`src/rtl/rowerase_pkg.sv`:
```
package rowerase_pkg;
   localparam int CMD_BITS    = 4;
   localparam int PAY_BITS    = 16;
   localparam int FRAME_BITS  = CMD_BITS + PAY_BITS;
   localparam int N_XACT      = 10;
   localparam int STRETCH_BIT = 3;

   localparam logic [3:0]  CORE_CMD   = 4'b0000;
   localparam logic [7:0]  OP_LOADIMM = 8'h0E;
   localparam logic [7:0]  OP_STORE   = 8'h6E;
   localparam logic [7:0]  REG_PTR_U  = 8'hF8;
   localparam logic [7:0]  REG_PTR_H  = 8'hF7;
   localparam logic [7:0]  REG_PTR_L  = 8'hF6;
   localparam logic [15:0] SET_ERASE  = 16'h88A6;
   localparam logic [15:0] SET_WREN   = 16'h84A6;
   localparam logic [15:0] SET_GO     = 16'h82A6;

   typedef enum logic [1:0] {PH_IDLE, PH_LO, PH_HI, PH_DIS} phase_t;
endpackage

```
`src/rtl/rowerase_steps.sv`:
```
module rowerase_steps
   import rowerase_pkg::*;
#(
   parameter int ADDR_W = 22
) (
   input  logic [3:0]        idx_i,
   input  logic [ADDR_W-1:0] addr_i,
   output logic [3:0]        cmd_o,
   output logic [15:0]       pay_o,
   output logic              stretch_o
);
   logic [23:0] a24;

   generate
      if (ADDR_W < 7 || ADDR_W > 24) begin : g_bad_width
         $error("rowerase_steps: ADDR_W must lie in 7..24");
      end
      if (ADDR_W == 24) begin : g_full
         assign a24 = addr_i;
      end else begin : g_ext
         assign a24 = {{(24-ADDR_W){1'b0}}, addr_i};
      end
   endgenerate

   always_comb begin
      cmd_o     = CORE_CMD;
      stretch_o = 1'b0;
      case (idx_i)
         4'd0:    pay_o = {OP_LOADIMM, a24[23:16]};
         4'd1:    pay_o = {OP_STORE, REG_PTR_U};
         4'd2:    pay_o = {OP_LOADIMM, a24[15:8]};
         4'd3:    pay_o = {OP_STORE, REG_PTR_H};
         4'd4:    pay_o = {OP_LOADIMM, a24[7:0]};
         4'd5:    pay_o = {OP_STORE, REG_PTR_L};
         4'd6:    pay_o = SET_ERASE;
         4'd7:    pay_o = SET_WREN;
         4'd8:    pay_o = SET_GO;
         default: begin
            pay_o     = 16'h0000;
            stretch_o = 1'b1;
         end
      endcase
   end
endmodule

```
`src/rtl/rowerase_shift.sv`:
```
module rowerase_shift
   import rowerase_pkg::*;
#(
   parameter int HALF_CYC  = 2,
   parameter int ERASE_CYC = 400,
   parameter int DISCH_CYC = 100
) (
   input  logic        clk,
   input  logic        rst_n,
   input  logic        go_i,
   input  logic [3:0]  cmd_i,
   input  logic [15:0] pay_i,
   input  logic        stretch_i,
   output logic        fin_o,
   output logic        pgc_o,
   output logic        pgd_o
);
   localparam int MAX_A = (ERASE_CYC > DISCH_CYC) ? ERASE_CYC : DISCH_CYC;
   localparam int MAX_C = (MAX_A > HALF_CYC) ? MAX_A : HALF_CYC;
   localparam int CW    = $clog2(MAX_C + 1);
   localparam int BW    = $clog2(FRAME_BITS);

   generate
      if (HALF_CYC < 1)         begin : g_bad_half  $error("HALF_CYC must be >= 1");  end
      if (ERASE_CYC < HALF_CYC) begin : g_bad_erase $error("ERASE_CYC must be >= HALF_CYC"); end
      if (DISCH_CYC < 1)        begin : g_bad_disch $error("DISCH_CYC must be >= 1"); end
   endgenerate

   phase_t                ph;
   logic [CW-1:0]         cnt;
   logic [BW-1:0]         bitn;
   logic [FRAME_BITS-1:0] sr;
   logic                  str_q;
   logic                  at_stretch;

   assign at_stretch = str_q && (bitn == BW'(STRETCH_BIT));

   always_ff @(posedge clk) begin
      if (!rst_n) begin
         ph    <= PH_IDLE;
         cnt   <= '0;
         bitn  <= '0;
         sr    <= '0;
         str_q <= 1'b0;
         fin_o <= 1'b0;
      end else begin
         fin_o <= 1'b0;
         case (ph)
            PH_IDLE: if (go_i) begin
               sr    <= {pay_i, cmd_i};
               str_q <= stretch_i;
               bitn  <= '0;
               cnt   <= CW'(HALF_CYC - 1);
               ph    <= PH_LO;
            end
            PH_LO: if (cnt == '0) begin
               ph  <= PH_HI;
               cnt <= at_stretch ? CW'(ERASE_CYC - 1) : CW'(HALF_CYC - 1);
            end else begin
               cnt <= cnt - 1'b1;
            end
            PH_HI: if (cnt == '0) begin
               if (at_stretch) begin
                  ph  <= PH_DIS;
                  cnt <= CW'(DISCH_CYC - 1);
               end else if (bitn == BW'(FRAME_BITS - 1)) begin
                  ph    <= PH_IDLE;
                  fin_o <= 1'b1;
               end else begin
                  ph   <= PH_LO;
                  cnt  <= CW'(HALF_CYC - 1);
                  sr   <= sr >> 1;
                  bitn <= bitn + 1'b1;
               end
            end else begin
               cnt <= cnt - 1'b1;
            end
            default: if (cnt == '0) begin
               ph   <= PH_LO;
               cnt  <= CW'(HALF_CYC - 1);
               sr   <= sr >> 1;
               bitn <= bitn + 1'b1;
            end else begin
               cnt <= cnt - 1'b1;
            end
         endcase
      end
   end

   assign pgc_o = (ph == PH_HI);
   assign pgd_o = ((ph == PH_LO) || (ph == PH_HI)) ? sr[0] : 1'b0;

   // data is frozen across a high clock phase
   p_data_steady_r2: assert property (@(posedge clk) disable iff (!rst_n)
      (pgc_o && $past(pgc_o)) |-> $stable(pgd_o));

   // bit index stays inside the 20-bit frame
   p_bit_bound_r2: assert property (@(posedge clk) disable iff (!rst_n)
      bitn < BW'(FRAME_BITS));

   // data stays low for the whole stretched pulse
   p_stretch_low_r5: assert property (@(posedge clk) disable iff (!rst_n)
      (ph == PH_HI && at_stretch) |-> !pgd_o);

   // the discharge phase is always entered from the stretched pulse
   p_disch_entry_r6: assert property (@(posedge clk) disable iff (!rst_n)
      $rose(ph == PH_DIS) |-> $past(ph == PH_HI && at_stretch));
endmodule

```
`src/rtl/rowerase_seq.sv`:
```
module rowerase_seq
   import rowerase_pkg::*;
#(
   parameter int ADDR_W    = 22,
   parameter int HALF_CYC  = 2,
   parameter int ERASE_CYC = 400,
   parameter int DISCH_CYC = 100
) (
   input  logic              clk,
   input  logic              rst_n,
   input  logic              start_i,
   input  logic [ADDR_W-1:0] addr_i,
   input  logic              prot_i,
   output logic              busy_o,
   output logic              done_o,
   output logic              err_o,
   output logic              pgc_o,
   output logic              pgd_o
);
   logic [ADDR_W-1:0] addr_q;
   logic [3:0]        idx;
   logic              go_q;
   logic              fin;
   logic [3:0]        cmd;
   logic [15:0]       pay;
   logic              stretch;

   rowerase_steps #(.ADDR_W(ADDR_W)) u_steps (
      .idx_i(idx), .addr_i(addr_q), .cmd_o(cmd), .pay_o(pay), .stretch_o(stretch)
   );

   rowerase_shift #(
      .HALF_CYC(HALF_CYC), .ERASE_CYC(ERASE_CYC), .DISCH_CYC(DISCH_CYC)
   ) u_shift (
      .clk(clk), .rst_n(rst_n), .go_i(go_q), .cmd_i(cmd), .pay_i(pay),
      .stretch_i(stretch), .fin_o(fin), .pgc_o(pgc_o), .pgd_o(pgd_o)
   );

   always_ff @(posedge clk) begin
      if (!rst_n) begin
         busy_o <= 1'b0;
         done_o <= 1'b0;
         err_o  <= 1'b0;
         go_q   <= 1'b0;
         idx    <= '0;
         addr_q <= '0;
      end else begin
         go_q   <= 1'b0;
         done_o <= 1'b0;
         err_o  <= 1'b0;
         if (!busy_o) begin
            if (start_i) begin
               if (prot_i) begin
                  err_o <= 1'b1;
               end else begin
                  busy_o <= 1'b1;
                  addr_q <= addr_i;
                  idx    <= '0;
                  go_q   <= 1'b1;
               end
            end
         end else if (fin) begin
            if (idx == 4'(N_XACT - 1)) begin
               busy_o <= 1'b0;
               done_o <= 1'b1;
            end else begin
               idx  <= idx + 1'b1;
               go_q <= 1'b1;
            end
         end
      end
   end

   // link clock parked low outside a sequence
   p_idle_clock_low_r9: assert property (@(posedge clk) disable iff (!rst_n)
      !busy_o |-> !pgc_o);

   // busy only begins in answer to a start
   p_busy_from_start_r7: assert property (@(posedge clk) disable iff (!rst_n)
      $rose(busy_o) |-> $past(start_i && !prot_i));

   // busy ends exactly with the done pulse
   p_done_ends_busy_r7: assert property (@(posedge clk) disable iff (!rst_n)
      $fell(busy_o) |-> done_o);

   // done lasts one cycle
   p_done_single_r7: assert property (@(posedge clk) disable iff (!rst_n)
      done_o |=> !done_o);

   // a refusal never overlaps a sequence
   p_err_alone_r8: assert property (@(posedge clk) disable iff (!rst_n)
      err_o |-> (!busy_o && !done_o && $past(prot_i)));

   // the address used by the script holds still during a sequence
   p_addr_held_r3: assert property (@(posedge clk) disable iff (!rst_n)
      (busy_o && $past(busy_o)) |-> $stable(addr_q));
endmodule

```
`config.mk`:
```
export PLATFORM = sky130hd
export DESIGN_NAME = rowerase_seq
export DESIGN_NICKNAME = d
export VERILOG_FILES = /design/src/rtl/rowerase_pkg.sv /design/src/rtl/rowerase_steps.sv /design/src/rtl/rowerase_shift.sv /design/src/rtl/rowerase_seq.sv
export SDC_FILE = /design/constraint.sdc
export NUM_CORES = 1
export LEC_CHECK = 0
export ABC_AREA = 1
export BUFFER_PORTS_ARGS = -buffer_cell sky130_fd_sc_hd__buf_4
export CAP_MARGIN = 15
export CORE_ASPECT_RATIO = 1.25
export CORE_MARGIN = 10
export CORE_UTILIZATION = 35
export CTS_BUF_LIST = sky130_fd_sc_hd__clkbuf_2 sky130_fd_sc_hd__clkbuf_4 sky130_fd_sc_hd__clkbuf_8
export DETAILED_ROUTE_END_ITERATION = 8
export PLACE_DENSITY = 0.49
export SYNTH_ARGS = -nofsm -noshare
export SYNTH_HDL_FRONTEND = slang
export SYNTH_SLANG_ARGS = --single-unit
```
`constraint.sdc`:
```
create_clock -name clk -period 4.3 [get_ports clk]
set_clock_uncertainty 0.05 [all_clocks]
set_input_delay 0.215 -clock clk [delete_from_list [all_inputs] [get_ports clk]]
set_output_delay 0.215 -clock clk [all_outputs]
set_load 0.1 [all_outputs]
```
==> results of run 1 <==
-- critical path, stage by stage (launching register included) --
cell                       delay [ns]
sky130_fd_sc_hd__dfxtp_1         0.33
sky130_fd_sc_hd__inv_1           0.11
sky130_fd_sc_hd__ha_1            0.70
sky130_fd_sc_hd__inv_2           0.33
sky130_fd_sc_hd__nand3_1         0.20
sky130_fd_sc_hd__nand2_2         0.20
sky130_fd_sc_hd__nand3_2         0.48
sky130_fd_sc_hd__clkinv_2        0.26
sky130_fd_sc_hd__nor2_1          0.14
sky130_fd_sc_hd__nor2_1          0.05
-- metal layers --
metal | GRT usage (%) | vias up | share of wire, %
met5 | 0 | - | 0
met4 | 5.36 | 0 | 1.5
met3 | 3.28 | 11 | 3.1
met2 | 21.7 | 42 | 51
met1 | 13.5 | 1431 | 44
li1 | - | 1751 | -
-- state kept, by name, indices dropped and copies added (netlist names) --
register	cells
idx	4
err_o	1
addr_q	22
u_shift.ph	2
u_shift.fin_o	1
u_shift.cnt	9
done_o	1
u_shift.sr	20
u_shift.bitn	5
u_shift.str_q	1
busy_o	1
go_q	1
-- area by class of cell --
| type | count | area, um2 |
|---|---|---|
| clock buffers | 15 | 188 |
| clock inverters | 1 | 5.00 |
| fillers | 1085 | 5730 |
| inverters | 53 | 200 |
| multi-input cells | 407 | 1840 |
| flip-flops and latches | 68 | 1360 |
| well taps | 126 | 158 |
| repair buffers | 30 | 225 |
-- logic make-up (layout without fill, tap and decap cells) --
group | Yosys count | count (layout) | synth area share, %
DFF | 68 | 68 | 38.9
adders and majority gates | 10 | 10 | 3.57
and+or+nand+nor | 332 | 332 | 38.7
AOI/OAI and AO/OA | 59 | 59 | 8.79
buffers and inverters | 74 | 99 | 8.54
xor gates and xnor gates | 6 | 6 | 1.50
-- metrics by stage --
step | utilization [%] | cells
after detailed placement | 39.0 | 684
after global routing | 41.0 | 700
final | 41.0 | 700
after CTS | 41.0 | 700
after global placement | 39.0 | 684
after floorplan | - | 549
-- worst max-delay path by stage --
stage,from,to,cells after the start
6_report,u_shift.ph[0]$_SDFFE_PN0P_,u_shift.sr[15]$_SDFFE_PN0P_,9
5_1_grt,u_shift.ph[0]$_SDFFE_PN0P_,u_shift.sr[15]$_SDFFE_PN0P_,9
3_5_place_dp,u_shift.ph[0]$_SDFFE_PN0P_,u_shift.sr[15]$_SDFFE_PN0P_,9
2_1_floorplan,u_shift.ph[0]$_SDFFE_PN0P_,u_shift.sr[15]$_SDFFE_PN0P_,11
4_1_cts,u_shift.ph[0]$_SDFFE_PN0P_,u_shift.sr[15]$_SDFFE_PN0P_,9
3_3_place_gp,u_shift.ph[0]$_SDFFE_PN0P_,u_shift.sr[15]$_SDFFE_PN0P_,9
-- power by group through the flow --
| stage | clock network [W] | registers, W | logic, W |
|---|---|---|---|
| final | 0.000511 | 0.000870 | 0.00123 |
| after global routing | 0.000557 | 0.000891 | 0.00144 |
| after CTS | 0.000526 | 0.000872 | 0.00124 |
| after detailed placement | 0 | 0.000885 | 0.00124 |
| after global placement | 0 | 0.000884 | 0.00123 |
| after floorplan | 0 | 0.000869 | 0.00104 |
-- synth_stat cells (all sizes together) --
library cell,instances,area (um2)
nand2,144,546
nor2,131,507
dfxtp,68,1360
inv,52,195
nand3,45,230
o21ai,36,180
a21oi,18,90.1
clkbuf,15,56.3
ha,10,125
nand4,7,43.8
buf,6,42.5
xor2,4,35.0
o21bai,2,15.0
or2,2,12.5
xnor2,2,17.5
a211oi,1,7.51
a21boi,1,7.51
a22oi,1,7.51
and2,1,6.26
clkinv,1,5.00
nor3,1,5.00
nor4,1,6.26
==> out/metrics.cfg, run 1 <==
[floorplanning]
io_pins=31
die_y_um=132
floorplan.die_area_um2=14400
core_region_area_um2=9710
die_width_um=109
placementRows=40
initial_core_util_pct=36.1

[power_and_ir_drop]
power_density_nw_per_um2=657
post-layout-total-power_w=0.00261
pint_w=0.00146
seqPwrFrac_pct=33.3
power.switching_w=0.00116
power_frac_clock_pct=19.5
swShare_pct=44.3
ir_drop_uv=208
combinationalPowerShare_pct=47.2
reported_leakage_power_nw=1.86

[clock_tree]
max-clock-path-buffers=2
clk_latency_ns=0.35
cts_buf_count=9
cts_hold_buf=0
cts.repair_timing.setup_buffer_count=0
htree_levels=3
tritoncts_num_sinks=68
post_cts_resize_count=0
cts_root_buffer=sky130_fd_sc_hd__clkbuf_8
path_clk_slew_ns=0.07
tritoncts=done

[timing]
maxSlewViolCount=0
hold_slack_ns=0.0456
finalSetupTns_ns=0
rsz0062_at_grt=no
timing_hold_violations_final=0
setup_slack_ns=1.31
final.min_clock_period_ns=2.99
max_slew.worst_pin.slew_ns=0.835
min_period_over_period_pct=69.5
report.final.setup_viol=0
maximum_clock_frequency_mhz=335
maxSlewHeadroom_pct=44.2

[global_routing]
pin_count_of_the_biggest_net_entering_global_routing=54
grt_pass1_wl_um=14700
antenna_found_initial=0
grt_remaining_overflow=0
grt.total_usage_pct=12.4
grt_pass1_vias=3194

[routing]
antenna_left=0
initialDrtViolationCount=142
dr.pass1.iters=4
count_of_unresolved_drc_violations_after_routing=0
routedWlPerCell_um=12.1
vias_per_cell=4.62
route.vias.total=3235
drt-total-wl_um=8480

[place]
dpl_worst_slack_ns=1.32
place.gp.congestion=0.800
placed_instance_area_um2=3790
io_buffers=30
place.detailed.hpwl_um=6080

[critical_path]
worstPathArrival_ns=3.18
critPathCaptureType=flop
criticalPathCategory=flop to flop
rr_startpoint=u_shift.ph[0]$_SDFFE_PN0P_
rrSetupSlack_ns=1.31
regToRegEndpoint=u_shift.sr[15]$_SDFFE_PN0P_
timing.reg2reg.worst_path_depth=9
worst_setup_path_start_kind=flop
timing.critical_path.fanout_max=29
cp.required_ns=4.49

[cells_and_area]
most_common_cell_after_layout_fill_and_taps_aside=sky130_fd_sc_hd__nand2_1
flow.area_growth_from_synthesis_pct=13.6
final_layout_size_suffix_gt1_share_pct=10.3
antenna-diode-count=0
layout.cells.most_common_list=sky130_fd_sc_hd__nand2_1, sky130_fd_sc_hd__nor2_1, sky130_fd_sc_hd__dfxtp_1
design.final.nets=605
postLayoutCellArea_um2=3980

[logic_synthesis]
syn_inst=549
number_of_library_cell_types_mapped_by_synthesis=29
synth-seq-area-share_pct=38.9
synth.net_count=585
ff_latch_count_synth=68
synth.cell_area_um2=3500
yosys_warnings=0
postSynthAreaPerCell_um2=6.38

[hold_path]
cell_depth_of_the_worst_hold_path=3
worst_hold_path.endpoint=err_o$_SDFF_PP0_
min-delay-path-class=input pin to flop
hp-start=prot_i

[run]
cap_viol_max_count=0

[run_status]
run_status=finished, final reports clean

Note: power is estimated with default switching activity, not from simulation.
==> run 2, diff against run 1 <==
- clock period: 4.3 -> 2.8 ns (I/O delays scaled with it)
==> out/metrics.cfg, run 2 (synthesized netlist as in run 1, its figures left out) <==
[run_status]
run_status=finished, final reports clean

[global_routing]
grt_pass1_vias=3307  ; +3.5%
grt_most_used_layer=met2
global_route.usage.met2_pct=21.9  ; +0.23 points
grt_pass1_wl_um=14600  ; -0.61%
groute.layer.met3.usage_pct=2.35  ; -0.93 points
grt_use_met1_pct=13.5  ; -0.042 points
grt.total_usage_pct=12.3  ; -0.084 points
antenna_found_initial=0  ; unchanged
grt_remaining_overflow=0  ; unchanged
pin_count_of_the_biggest_net_entering_global_routing=54  ; unchanged

[clock_tree]
tritoncts_num_sinks=68  ; unchanged
clk_latency_ns=0.35  ; about the same
max-clock-path-buffers=2  ; unchanged
post_cts_resize_count=0  ; unchanged
cts.repair_timing.setup_buffer_count=0  ; unchanged
htree_levels=3  ; unchanged
cts_buf_count=9  ; unchanged
tritoncts=done
path_clk_slew_ns=0.08  ; about the same
cts_root_buffer=sky130_fd_sc_hd__clkbuf_8

[power_and_ir_drop]
pint_w=0.00224  ; +54%
power.switching_w=0.00180  ; +55%
ir_drop_uv=353  ; +70%
power_frac_clock_pct=19.0  ; -0.5 points
combinationalPowerShare_pct=48.0  ; +0.8 points
seqPwrFrac_pct=33.0  ; -0.3 points
reported_leakage_power_nw=1.93  ; +3.7%
swShare_pct=44.5  ; +0.26 points
power_density_nw_per_um2=977  ; +49%

[routing]
route.vias.total=3303  ; +2.1%
vias_per_cell=4.61  ; -0.32%
dr.pass1.iters=4  ; unchanged
count_of_unresolved_drc_violations_after_routing=0  ; unchanged
initialDrtViolationCount=111  ; -22%
drt-total-wl_um=8610  ; +1.5%
antenna_left=0  ; unchanged
routedWlPerCell_um=12.0  ; -0.90%

[floorplanning]
initial_core_util_pct=36.1  ; unchanged
die_width_um=109  ; unchanged
placementRows=40  ; unchanged
die_y_um=132  ; unchanged
floorplan.die_area_um2=14400  ; unchanged
core_region_area_um2=9710  ; unchanged
io_pins=31  ; unchanged

[timing]
min_period_over_period_pct=84.0  ; +15 points
maxSlewViolCount=0  ; unchanged
maxSlewHeadroom_pct=58.8  ; +15 points
final.min_clock_period_ns=2.35  ; -0.636 ns
report.final.setup_viol=0  ; unchanged
finalSetupTns_ns=0  ; unchanged
rsz0062_at_grt=no
maximum_clock_frequency_mhz=425  ; +27%
max_slew.worst_pin.slew_ns=0.617  ; -0.218 ns
timing_hold_violations_final=0  ; unchanged

[critical_path]
cp.required_ns=3.04  ; -1.45 ns
rrSetupSlack_ns=0.45  ; -0.86 ns
timing.reg2reg.worst_path_depth=10  ; +1
worstPathArrival_ns=2.59  ; -0.59 ns
worst_setup_path_start_kind=flop
rr_startpoint=u_shift.cnt[0]$_SDFFE_PN0P_
critPathCaptureType=flop
regToRegEndpoint=u_shift.sr[15]$_SDFFE_PN0P_
criticalPathCategory=flop to flop
timing.critical_path.fanout_max=29  ; unchanged

[cells_and_area]
fillers=1062  ; -2.1%
antenna-diode-count=0  ; unchanged
postLayoutCellArea_um2=4140  ; +4.0%
top_register=addr_q
design.final.nets=622  ; +2.8%
final_layout_size_suffix_gt1_share_pct=10.5  ; +0.21 points
most_common_cell_after_layout_fill_and_taps_aside=sky130_fd_sc_hd__nand2_1
largestRegisters=addr_q: 22 flops, u_shift.sr: 20 flops, u_shift.cnt: 9 flops
layout.cells.most_common_list=sky130_fd_sc_hd__nand2_1, sky130_fd_sc_hd__nor2_1, sky130_fd_sc_hd__dfxtp_1
flow.area_growth_from_synthesis_pct=18.1
max_ffs_per_register=22  ; unchanged

[place]
io_buffers=30  ; unchanged
place.detailed.hpwl_um=6180  ; +1.6%
placed_instance_area_um2=3810  ; +0.59%
place.gp.congestion=0.821  ; +2.6%

[hold_path]
worst_hold_path.endpoint=addr_q[16]$_SDFFE_PN0P_
cell_depth_of_the_worst_hold_path=3  ; unchanged
min-delay-path-class=input pin to flop
hp-start=addr_i[16]

[run]
cap_viol_max_count=0  ; unchanged

[run 2: cell types whose count changed in the layout (fill, tap and decap cells not counted), sizes merged]
cell / change
clkinvlp: +1
clkbuf: -3
dlygate4sd3: +14
clkinv: +2
buf: +3
[run 2: metal layers]
| layer | wire length, um | share of wire [%] | vias to the layer above |
|---|---|---|---|
| met1 | 3880 | 45 | 1470 |
| li1 | - | - | 1786 |
| met3 | 195 | 2.3 | 12 |
| met4 | 147 | 1.7 | 0 |
| met2 | 4390 | 51 | 35 |
| met5 | 0 | 0 | - |
[run 2: worst max path at each step]
stage                                startpoint                            to  depth (start not counted)
finish              u_shift.cnt[0]$_SDFFE_PN0P_   u_shift.sr[15]$_SDFFE_PN0P_                         10
global route        u_shift.cnt[0]$_SDFFE_PN0P_  u_shift.bitn[0]$_SDFFE_PN0P_                         10
CTS                 u_shift.cnt[0]$_SDFFE_PN0P_   u_shift.sr[15]$_SDFFE_PN0P_                         10
global placement    u_shift.cnt[0]$_SDFFE_PN0P_   u_shift.sr[15]$_SDFFE_PN0P_                         10
floorplan            u_shift.ph[0]$_SDFFE_PN0P_   u_shift.sr[15]$_SDFFE_PN0P_                         11
detailed placement  u_shift.cnt[0]$_SDFFE_PN0P_   u_shift.sr[12]$_SDFFE_PN0P_                         10
[run 2: power groups by stage]
stage	clock network (W)	registers [W]	logic, W
after floorplan	0	0.00133	0.00159
after global placement	0	0.00136	0.00194
after detailed placement	0	0.00136	0.00195
after CTS	0.000791	0.00134	0.00197
after global routing	0.000824	0.00137	0.00225
final	0.000767	0.00133	0.00194
[run 2: timing repair]
action                                  4_1_cts  5_1_grt
endpoints found under the setup margin        0        0
hold buffers                                 14        0
endpoints found under the hold margin        13        0
[run 2: critical path, cell delays in order, from the launching register on]
cell and delay, ns:
sky130_fd_sc_hd__dfxtp_1 0.33, sky130_fd_sc_hd__inv_1 0.11, sky130_fd_sc_hd__ha_1 0.19, sky130_fd_sc_hd__nand2_1 0.12, sky130_fd_sc_hd__nor2_4 0.18, sky130_fd_sc_hd__nand3_1 0.10
sky130_fd_sc_hd__nand2_2 0.24, sky130_fd_sc_hd__nand3_2 0.52, sky130_fd_sc_hd__clkinv_2 0.30, sky130_fd_sc_hd__nor2_1 0.06, sky130_fd_sc_hd__nor2_1 0.09
[run 2: metrics by stage]
| stage | util, % | hold WS (ns) | power, W | worst slack, ns | std cells |
|---|---|---|---|---|---|
| after floorplan | - | 0.224 | 0.00293 | 0.422 | 549 |
| after global placement | 39.2 | 0.323 | 0.00330 | 0.483 | 687 |
| after detailed placement | 39.2 | 0.335 | 0.00331 | 0.452 | 687 |
| after CTS | 42.6 | 0.000276 | 0.00410 | 0.420 | 717 |
| after global routing | 42.6 | 0.0272 | 0.00444 | 0.0755 | 717 |
| final | 42.6 | 0.0112 | 0.00404 | 0.448 | 717 |
[run 2: cell type report]
cell class | instances | area, um2 | area share, %
multi-input cells | 407 | 1840 | 44.5
flip-flops and latches | 68 | 1360 | 32.9
repair buffers | 47 | 388 | 9.38
clock inverters | 4 | 22.5 | 0.544
well taps | 126 | 158 | 3.81
inverters | 53 | 200 | 4.84
clock buffers | 12 | 165 | 3.99
